<file path="src/rtl/rds_flag_pkg.sv">
package rds_flag_pkg;
   typedef enum logic [1:0] {
      ST_SEARCH = 2'd0,
      ST_SYNCED = 2'd1,
      ST_IDLE   = 2'd2
   } dec_state_e;

   typedef enum logic [1:0] {
      MODE_A = 2'd0,
      MODE_B = 2'd1,
      MODE_C = 2'd2
   } flag_mode_e;

   function automatic flag_mode_e norm_mode(input logic [1:0] m);
      case (m)
         2'd1:    norm_mode = MODE_B;
         2'd2:    norm_mode = MODE_C;
         default: norm_mode = MODE_A;
      endcase
   endfunction
endpackage

</file>
<file path="src/rtl/rds_sync_fsm.sv">
module rds_sync_fsm
   import rds_flag_pkg::*;
(
   input  logic       clk,
   input  logic       rst_n,
   input  logic       sync_acq,
   input  logic       sync_lost,
   input  logic       lsync_mask,
   input  logic       new_sync_req,
   output dec_state_e state,
   output logic       lsync_set,
   output logic       lsync_clr
);
   dec_state_e state_nxt;

   always_comb begin
      state_nxt = state;
      case (state)
         ST_SEARCH: if (sync_acq) state_nxt = ST_SYNCED;
         ST_SYNCED: if (sync_lost) state_nxt = lsync_mask ? ST_IDLE : ST_SEARCH;
         ST_IDLE:   if (new_sync_req) state_nxt = ST_SEARCH;
         default:   state_nxt = ST_SEARCH;
      endcase
   end

   always_ff @(posedge clk or negedge rst_n) begin
      if (!rst_n) state <= ST_SEARCH;
      else        state <= state_nxt;
   end

   assign lsync_set = (state == ST_SYNCED) && sync_lost && lsync_mask;
   assign lsync_clr = (state == ST_IDLE) && new_sync_req;

   p_loss_search_r6: assert property (@(posedge clk) disable iff (!rst_n)
      (state == ST_SYNCED && sync_lost && !lsync_mask) |=> (state == ST_SEARCH));
   p_loss_idle_r7: assert property (@(posedge clk) disable iff (!rst_n)
      (state == ST_SYNCED && sync_lost && lsync_mask) |=> (state == ST_IDLE));
   p_idle_hold_r8: assert property (@(posedge clk) disable iff (!rst_n)
      (state == ST_IDLE && !new_sync_req) |=> (state == ST_IDLE));
endmodule

</file>
<file path="src/rtl/rds_dav_cond.sv">
module rds_dav_cond
   import rds_flag_pkg::*;
#(
   parameter int CNT_W    = 5,
   parameter int PAIR_LEN = 2
)(
   input  logic             clk,
   input  logic             rst_n,
   input  dec_state_e       state,
   input  logic [1:0]       mode,
   input  logic [CNT_W-1:0] bad_cnt,
   input  logic [CNT_W-1:0] bad_lim,
   input  logic             blk_strobe,
   input  logic             blk_valid,
   input  logic             blk_is_ac,
   input  logic             blk_seq_ok,
   input  logic             sync_lost,
   input  logic             lsync_mask,
   output logic             dav_set
);
   localparam int PAIR_W = (PAIR_LEN > 1) ? $clog2(PAIR_LEN) : 1;

   initial begin : elab_chk
      assert (CNT_W >= 1) else $error("CNT_W must be at least 1");
      assert (PAIR_LEN >= 1) else $error("PAIR_LEN must be at least 1");
   end

   flag_mode_e mode_n;
   logic       search_set, synced_set, loss_set, sync_blk, pair_done;

   assign mode_n   = norm_mode(mode);
   assign sync_blk = (state == ST_SYNCED) && blk_strobe;

   assign search_set = (state == ST_SEARCH) && blk_strobe && blk_valid &&
                       ((blk_seq_ok && (bad_cnt < bad_lim)) ||
                        (mode_n == MODE_B && blk_is_ac));

   generate
      if (PAIR_LEN == 1) begin : g_single
         assign pair_done = 1'b1;
      end else begin : g_pair
         logic [PAIR_W-1:0] pair_cnt;
         always_ff @(posedge clk or negedge rst_n) begin
            if (!rst_n)
               pair_cnt <= '0;
            else if (state != ST_SYNCED)
               pair_cnt <= '0;
            else if (sync_blk && mode_n == MODE_C)
               pair_cnt <= (pair_cnt == PAIR_W'(PAIR_LEN - 1)) ? '0 : pair_cnt + 1'b1;
         end
         assign pair_done = (pair_cnt == PAIR_W'(PAIR_LEN - 1));

         p_pair_first_r5: assert property (@(posedge clk) disable iff (!rst_n)
            (state == ST_SYNCED && $past(state) != ST_SYNCED &&
             mode_n == MODE_C && blk_strobe && !sync_lost) |-> !dav_set);
      end
   endgenerate

   assign synced_set = sync_blk && ((mode_n != MODE_C) || pair_done);
   assign loss_set   = (state == ST_SYNCED) && sync_lost && !lsync_mask;
   assign dav_set    = search_set || synced_set || loss_set;

   p_idle_quiet_r8: assert property (@(posedge clk) disable iff (!rst_n)
      (state == ST_IDLE) |-> !dav_set);
   p_limit_block_r2: assert property (@(posedge clk) disable iff (!rst_n)
      (state == ST_SEARCH && mode_n == MODE_A && bad_cnt >= bad_lim) |-> !dav_set);
endmodule

</file>
<file path="src/rtl/rds_flag_bits.sv">
module rds_flag_bits #(
   parameter int              ADDR_W  = 5,
   parameter logic [ADDR_W-1:0] RD_A  = 5'h0F,
   parameter logic [ADDR_W-1:0] RD_B  = 5'h11,
   parameter bit              REG_IRQ = 1'b1
)(
   input  logic              clk,
   input  logic              rst_n,
   input  logic              dav_set,
   input  logic              lsync_set,
   input  logic              lsync_clr,
   input  logic              dav_mask,
   input  logic              host_rd,
   input  logic [ADDR_W-1:0] host_addr,
   output logic              dav_flag,
   output logic              lsync_flag,
   output logic              irq_dav,
   output logic              irq_lsync
);
   initial begin : elab_chk
      assert (RD_A != RD_B) else $error("clearing addresses must differ");
   end

   logic rd_hit;
   assign rd_hit = host_rd && ((host_addr == RD_A) || (host_addr == RD_B));

   always_ff @(posedge clk or negedge rst_n) begin
      if (!rst_n) begin
         dav_flag   <= 1'b0;
         lsync_flag <= 1'b0;
      end else begin
         if (dav_set)     dav_flag <= 1'b1;
         else if (rd_hit) dav_flag <= 1'b0;
         if (lsync_set)      lsync_flag <= 1'b1;
         else if (lsync_clr) lsync_flag <= 1'b0;
      end
   end

   generate
      if (REG_IRQ) begin : g_reg_irq
         always_ff @(posedge clk or negedge rst_n) begin
            if (!rst_n) begin
               irq_dav   <= 1'b0;
               irq_lsync <= 1'b0;
            end else begin
               irq_dav   <= dav_set && dav_mask;
               irq_lsync <= lsync_set;
            end
         end
         p_irq_flag_r11: assert property (@(posedge clk) disable iff (!rst_n)
            irq_dav |-> dav_flag);
         p_irq_lsync_r7: assert property (@(posedge clk) disable iff (!rst_n)
            irq_lsync |-> lsync_flag);
      end else begin : g_comb_irq
         assign irq_dav   = dav_set && dav_mask;
         assign irq_lsync = lsync_set;
      end
   endgenerate

   p_set_wins_r10: assert property (@(posedge clk) disable iff (!rst_n)
      dav_set |=> dav_flag);
   p_read_clear_r9: assert property (@(posedge clk) disable iff (!rst_n)
      (rd_hit && !dav_set) |=> !dav_flag);
endmodule

</file>
<file path="src/rtl/rds_flag_ctrl.sv">
module rds_flag_ctrl
   import rds_flag_pkg::*;
#(
   parameter int                CNT_W    = 5,
   parameter int                ADDR_W   = 5,
   parameter logic [ADDR_W-1:0] RD_A     = 5'h0F,
   parameter logic [ADDR_W-1:0] RD_B     = 5'h11,
   parameter int                PAIR_LEN = 2,
   parameter bit                REG_IRQ  = 1'b1
)(
   input  logic              clk,
   input  logic              rst_n,
   input  logic [1:0]        mode,
   input  logic              dav_mask,
   input  logic              lsync_mask,
   input  logic [CNT_W-1:0]  bad_cnt,
   input  logic [CNT_W-1:0]  bad_lim,
   input  logic              blk_strobe,
   input  logic              blk_valid,
   input  logic              blk_is_ac,
   input  logic              blk_seq_ok,
   input  logic              sync_acq,
   input  logic              sync_lost,
   input  logic              new_sync_req,
   input  logic              host_rd,
   input  logic [ADDR_W-1:0] host_addr,
   output logic              dav_flag,
   output logic              lsync_flag,
   output logic              dec_idle,
   output logic              dec_synced,
   output logic              irq_dav,
   output logic              irq_lsync
);
   dec_state_e state;
   logic       dav_set, lsync_set, lsync_clr;

   rds_sync_fsm u_fsm (
      .clk(clk), .rst_n(rst_n), .sync_acq(sync_acq), .sync_lost(sync_lost),
      .lsync_mask(lsync_mask), .new_sync_req(new_sync_req), .state(state),
      .lsync_set(lsync_set), .lsync_clr(lsync_clr)
   );

   rds_dav_cond #(.CNT_W(CNT_W), .PAIR_LEN(PAIR_LEN)) u_cond (
      .clk(clk), .rst_n(rst_n), .state(state), .mode(mode),
      .bad_cnt(bad_cnt), .bad_lim(bad_lim), .blk_strobe(blk_strobe),
      .blk_valid(blk_valid), .blk_is_ac(blk_is_ac), .blk_seq_ok(blk_seq_ok),
      .sync_lost(sync_lost), .lsync_mask(lsync_mask), .dav_set(dav_set)
   );

   rds_flag_bits #(.ADDR_W(ADDR_W), .RD_A(RD_A), .RD_B(RD_B), .REG_IRQ(REG_IRQ)) u_bits (
      .clk(clk), .rst_n(rst_n), .dav_set(dav_set), .lsync_set(lsync_set),
      .lsync_clr(lsync_clr), .dav_mask(dav_mask), .host_rd(host_rd),
      .host_addr(host_addr), .dav_flag(dav_flag), .lsync_flag(lsync_flag),
      .irq_dav(irq_dav), .irq_lsync(irq_lsync)
   );

   assign dec_idle   = (state == ST_IDLE);
   assign dec_synced = (state == ST_SYNCED);
endmodule

</file>
<file path="config.mk">
export PLATFORM = sky130hd
export DESIGN_NAME = rds_flag_ctrl
export DESIGN_NICKNAME = d
export VERILOG_FILES = /design/src/rtl/rds_flag_pkg.sv /design/src/rtl/rds_sync_fsm.sv /design/src/rtl/rds_dav_cond.sv /design/src/rtl/rds_flag_bits.sv /design/src/rtl/rds_flag_ctrl.sv
export SDC_FILE = /design/constraint.sdc
export NUM_CORES = 1
export LEC_CHECK = 0
export ABC_AREA = 1
export BUFFER_PORTS_ARGS = -buffer_cell sky130_fd_sc_hd__buf_2
export CORE_AREA = 2 2 39 41
export CTS_CLUSTER_DIAMETER = 200
export CTS_CLUSTER_SIZE = 28
export DETAILED_ROUTE_END_ITERATION = 7
export DIE_AREA = 0 0 41 43
export GPL_TIMING_DRIVEN = 0
export PLACE_DENSITY = 0.72
export SYNTH_ARGS = -nofsm -noshare
export SYNTH_HDL_FRONTEND = slang
export SYNTH_SLANG_ARGS = --single-unit
export TNS_END_PERCENT = 5
</file>
<file path="constraint.sdc">
create_clock -name clk -period 1.3 [get_ports clk]
set_input_delay 0.26 -clock clk [delete_from_list [all_inputs] [get_ports clk]]
set_output_delay 0.26 -clock clk [all_outputs]
set_load 0.02 [all_outputs]
</file>
# [Word level (Yosys, flattened, before mapping)]
# Cells that the tools add are included.
[word_totals] register_bits=7 input_bits=29 output_inout_bits=6
[op_classes] add_sub_neg=1 magnitude_cmp=1 n_eq_ne=13 n_mux=13 reduce_logical=25
[ops] op="$logic_and A1 B1 Y1" count=14
[ops] op="$mux W2" count=4
[ops] op="$ne A2 B2 Y1 const B" count=4
[ops] op="$mux W1" count=7
[ops] op="$eq A2 B1 Y1 const B" count=3
[ops] op="$eq A2 B2 Y1 const B" count=3
[ops] op="$pmux W2 S3" count=1
[ops] op="$reduce_bool A2 Y1" count=3
[ops] op="$eq A5 B4 Y1 const B" count=1
[ops] op="$eq A5 B5 Y1 const B" count=1
[ops] op="$logic_or A1 B1 Y1" count=5
[ops] op="$lt A5 B5 Y1" count=1
[ops] op="$pmux W2 S2" count=1
[ops] op="$reduce_and A3 Y1" count=1
[ops] op="$logic_not A2 Y1" count=1
[ops] op="$ne A2 B1 Y1 const B" count=1
[ops] op="$add A1 B1 Y1 const B" count=1
[ops] op="$logic_not A1 Y1" count=1

# [Longest topological paths before layout]
[depth] ltp_word=9 mapped_depth=11 ltp_nobuf=11

# [Hierarchy]
# A second synthesis with hierarchy kept.
[unflattened] hier_cells=84 area_unflattened_um2=526.8
[modules_own_cells] module="rds_dav_cond" n_inst=1 cells_each=41 area_each_um2=224.0 seq_area_each_um2=25.0
[modules_own_cells] module="rds_flag_bits" n_inst=1 cells_each=24 area_each_um2=180.2 seq_area_each_um2=100.1
[modules_own_cells] module="rds_sync_fsm" n_inst=1 cells_each=15 area_each_um2=107.6 seq_area_each_um2=50.0
[modules_own_cells] module="rds_flag_ctrl" n_inst=1 cells_each=4 area_each_um2=15.0 seq_area_each_um2=0.0

# [Worst setup path after synthesis]
# OpenSTA, ideal clock, no wires.
[synth_path] path_kind="input -> register" start="input port bad_lim[2]" end="register u_bits.dav_flag" setup_time_ns=0.131 arrival_ns=0.973 t_required_ns=1.169 slack_ns=0.196 stages=11 path_buffers=0 cell_sequence="inv_1 ha_1 nand2_1 inv_1 nand2_1 nand2_1 nand2_1 nand2_1 nand2_1 nand2_1 nand3_1"
[synth_via] elab_chain_len=7 word_cells_on_any_way=8 cone_classes="1 x order compare; 1 x mux; 6 x reduce/logical"
[synth_rtl] element="start, declared" line_no="rds_flag_ctrl.sv:17" text="input logic [CNT_W-1:0] bad_lim,"
[synth_rtl] element="$lt A5 B5 Y1 *" line_no="rds_dav_cond.sv:35" text="((blk_seq_ok && (bad_cnt < bad_lim)) ||"
[synth_rtl] element="$logic_and A1 B1 Y1 *" line_no="rds_dav_cond.sv:35"
[synth_rtl] element="$logic_or A1 B1 Y1 *" line_no="rds_dav_cond.sv:35"
[synth_rtl] element="$logic_and A1 B1 Y1 *" line_no="rds_dav_cond.sv:34" text="assign search_set = (state == ST_SEARCH) && blk_strobe && blk_valid &&"
[synth_rtl] element="$logic_or A1 B1 Y1 * (2 in series)" line_no="rds_dav_cond.sv:61" text="assign dav_set = search_set || synced_set || loss_set;"
[synth_rtl] element="$mux W1 / $reduce_bool A2 Y1 (equally long branches)"
[synth_rtl] element="end signal, assigned" line_no="rds_flag_bits.sv:29" text="dav_flag <= 1'b0;"
[synth_rtl] element="end signal, assigned" line_no="rds_flag_bits.sv:32" text="if (dav_set) dav_flag <= 1'b1;"
[synth_rtl] element="end signal, assigned" line_no="rds_flag_bits.sv:33" text="else if (rd_hit) dav_flag <= 1'b0;"
[synth_rtl] element="end, declared" line_no="rds_flag_bits.sv:15" text="output logic dav_flag,"
# Mark *: on every way between the ends. The rest lies on a longest branch, timed or not.
# A chain may end at the register's enable or synchronous reset.

# [Final worst setup path]
[layout_path] start="register u_fsm.state[1]" end="output port dec_synced"
[layout_via] elab_chain_len=1
[layout_rtl] element="start, declared" line_no="rds_sync_fsm.sv:10" text="output dec_state_e state,"
[layout_rtl] element="start signal, assigned" line_no="rds_sync_fsm.sv:28" text="else state <= state_nxt;"
[layout_rtl] element="$eq A2 B1 Y1" line_no="rds_flag_ctrl.sv:58" text="assign dec_synced = (state == ST_SYNCED);"
[layout_rtl] element="end, declared" line_no="rds_flag_ctrl.sv:30" text="output logic dec_synced,"
# No other way between the ends.

==> out/metrics.yaml <==
global_route:
  grt_pass1_wl_um: 1711
  overflow: 0
  gr-usage-all-layers_pct: 14.49
  antenna_found_initial: 0
  grt_pass1_vias: 502
  grt_max_degree: 8
detailed_routing:
  final_antenna_net_count: 0
  via_per_inst: 4.415
  drcViolationCount: 0
  wl_per_cell_um: 8.675
  top_layer_used: "met4"
  drt_iter0_drc: 3
  wl_met2_um: 535
  firstDrtPassIters: 3
  m1WireLength_um: 402
  finalWirelength_um: 1067
  wl_met3_um: 80
  vias: 543
critical_path:
  worst-path-buf-inv: 3
  reg2reg_to: "u_bits.dav_flag$_DFFE_PN0P_"
  cp_max_fo: 4
  critPathMaxStageDelay_ps: 390
  ff2ff_setup_slack_ps: 130
  critical_path_depth: 4
  path_class: "flop to primary output"
  cp_top_family: "flip-flops"
  worstSetupStartpointType: "flop"
  crit_slowest_cell: "dfrtp_1"
  r2r_cells: 5
  crit_chain: "inv_2 > nand2_2 > inv_2 > buf_6"
  crit_arrival_ps: 1000
  required_ps: 1040
  r2r-start: "u_fsm.state[0]$_DFFE_PN0P_"
  cpMostUsedCell: "inv_2"
  crit_path_end_kind: "primary output"
floorplanning:
  start_util_pct: 34.63
  num_rows: 14
  coreArea_um2: 1384
  num_io_pins: 35
  die_y_um: 43
  die_w_um: 41
  die_area_um2: 1763
yosys:
  ys.flop_type: "dfrtp_1"
  yosys-top-cells-area: "dfrtp_1 37%, nand2_1 14%, inv_1 11%"
  synth_edf_count: 0
  postSynthCellCount: 66
  synth_nets: 99
  ys_ff_latch: 7
  yosysUniqueCellTypes: 17
  synth-seq-area-share_pct: 36.55
  synth_top_cell_area_share_pct: 36.55
  yosysMostFrequentCell: "nand2_1"
  syn_area_per_cell_um2: 7.261
  synthTopCellsByCount: "18 x nand2_1, 14 x inv_1, 7 x dfrtp_1"
  async_flop_share_pct: 100.0
  synth_top_area_cell: "dfrtp_1"
  syn_area_um2: 479.2
  yosys_warnings: 0
worst_hold_path:
  worst_hold_path_type: "input pin to flop"
  holdPathStages: 2
  hp-start: "new_sync_req"
  holdPathEnd: "u_fsm.state[1]$_DFFE_PN0P_"
final_layout:
  final_core_util_pct: 52.89
  multiInputGateArea_um2: 246.5
  antennaDiodeCount: 0
  drive_gt1_share_pct: 42.99
  final_nets: 141
  fill_cells: 139
  final_cells: 123
  regArea_um2: 175.2
  final_area_um2: 732.0
  syn_to_final_growth_pct: 52.74
placed_design:
  routabilityCongestion: 0.7844
  io_buffers: 34
  dp_cells: 116
  dpl.hpwl_um: 889.8
  placed_area_um2: 669.4
timing:
  fmaxAchievable_mhz: 790.6
  setup_viol: 0
  slew_headroom_pct: 86.24
  worst_hold_slack_ps: 194.8
  final_hold_viol_count: 0
  tightest_slew_ps: 205.8
  fin_crit_sh_pct: 97.30
  maxSlewViolCount: 0
  layout_min_cycle_time_ps: 1265
  fin_skew_ps: 1.487
job:
  maxCapViolCount: 0
clocking:
  clock_path_buffers: 2
  cts_max_level: 1
  root_buffer: "clkbuf_4"
  cts-buffers-inserted: 3
  clock-sinks: 7
  cts_tree: "built"
  clkTransAtPathRegs_ps: 50
  insertion_delay_ps: 250
power:
  cellLeakagePower_nw: 0.4487
  cellPowerDensity_nw_per_um2: 1139
  power.total_w: 0.0008335
  ir_drop_uv: 575.8
status:
  outcome: "completed"
[per-layer routing]
layer | GRT usage [%] | vias up
met5 | 0 | -
met4 | 11.33 | 0
met3 | 3.141 | 6
met2 | 24.06 | 21
met1 | 14.24 | 226
li1 | - | 290
[cell type report]
class,instances,area share (%)
multi-input cells,43,33.68
well taps,16,2.735
clock buffers,4,3.590
repair buffers,37,27.86
flip-flops and latches,7,23.93
inverters,16,8.205
[power by group]
part	switching, W	internal (W)	total [W]	leakage (nW)
Sequential	0.0000298	0.000264	0.000294	0.0866
Clock	0.0000808	0.000117	0.000198	0.0150
Combinational	0.000186	0.000156	0.000341	0.347
Total	0.000296	0.000537	0.000834	0.449
[flip-flops by register name, summed over array words and instances (netlist names)]
register and flops:
u_fsm.state 2, u_bits.dav_flag 1, u_bits.irq_dav 1, u_bits.irq_lsync 1, u_bits.lsync_flag 1, u_cond.g_pair.pair_cnt 1
[worst max-delay path by stage]
stage | from | endpoint
global route | u_fsm.state[1]$_DFFE_PN0P_ | dec_synced
detailed placement | bad_lim[2] | u_bits.dav_flag$_DFFE_PN0P_
CTS | u_fsm.state[1]$_DFFE_PN0P_ | dec_synced
finish | u_fsm.state[1]$_DFFE_PN0P_ | dec_synced
global placement | bad_cnt[2] | u_bits.irq_dav$_DFF_PN0_
floorplan | bad_lim[2] | u_bits.dav_flag$_DFFE_PN0P_
[cells in the final DEF (no fill, tap or decap), drive strengths merged]
| master | synthesis | final |
|---|---|---|
| nand2 | 19 | 19 |
| nor3 | 2 | 2 |
| o21ai | 4 | 4 |
| a21oi | 4 | 4 |
| ha | 4 | 4 |
| nand3 | 4 | 4 |
| nand3b | 1 | 1 |
| o31ai | 1 | 1 |
| clkbuf | 0 | 4 |
| dlygate4sd3 | 0 | 1 |
| dfrtp | 7 | 7 |
| nand4 | 1 | 1 |
| nor2 | 2 | 2 |
| a31oi | 1 | 1 |
| inv | 16 | 16 |
| buf | 0 | 36 |
[through the flow]
step | setup TNS (ps) | setup slack [ps]
6_report | 0 | 35.11
5_1_grt | -0.9707 | -0.9707
4_1_cts | 0 | 7.061
3_5_place_dp | 0 | 25.61
3_3_place_gp | 0 | 47.79
2_1_floorplan | 0 | 195.8
[cells by family (layout without fill, tap and decap cells)]
family,Yosys count,after routing,share of synthesized area [%]
buffers and inverters,16,57,12.53
adder cells (fa/ha/maj),4,4,10.44
AO/OA/AOI/OAI,10,10,13.32
AND/OR/NAND/NOR,29,29,27.16
flip-flops,7,7,36.55
[timing repair]
action / CTS / global route
setup endpoints to repair: 1 / 2
gates resized for setup: 1 / 3
hold buffers: 1 / 0
buffers inserted: 0 / 2
endpoints found under the hold margin: 7 / 0
(Power assumes the default switching activity.)
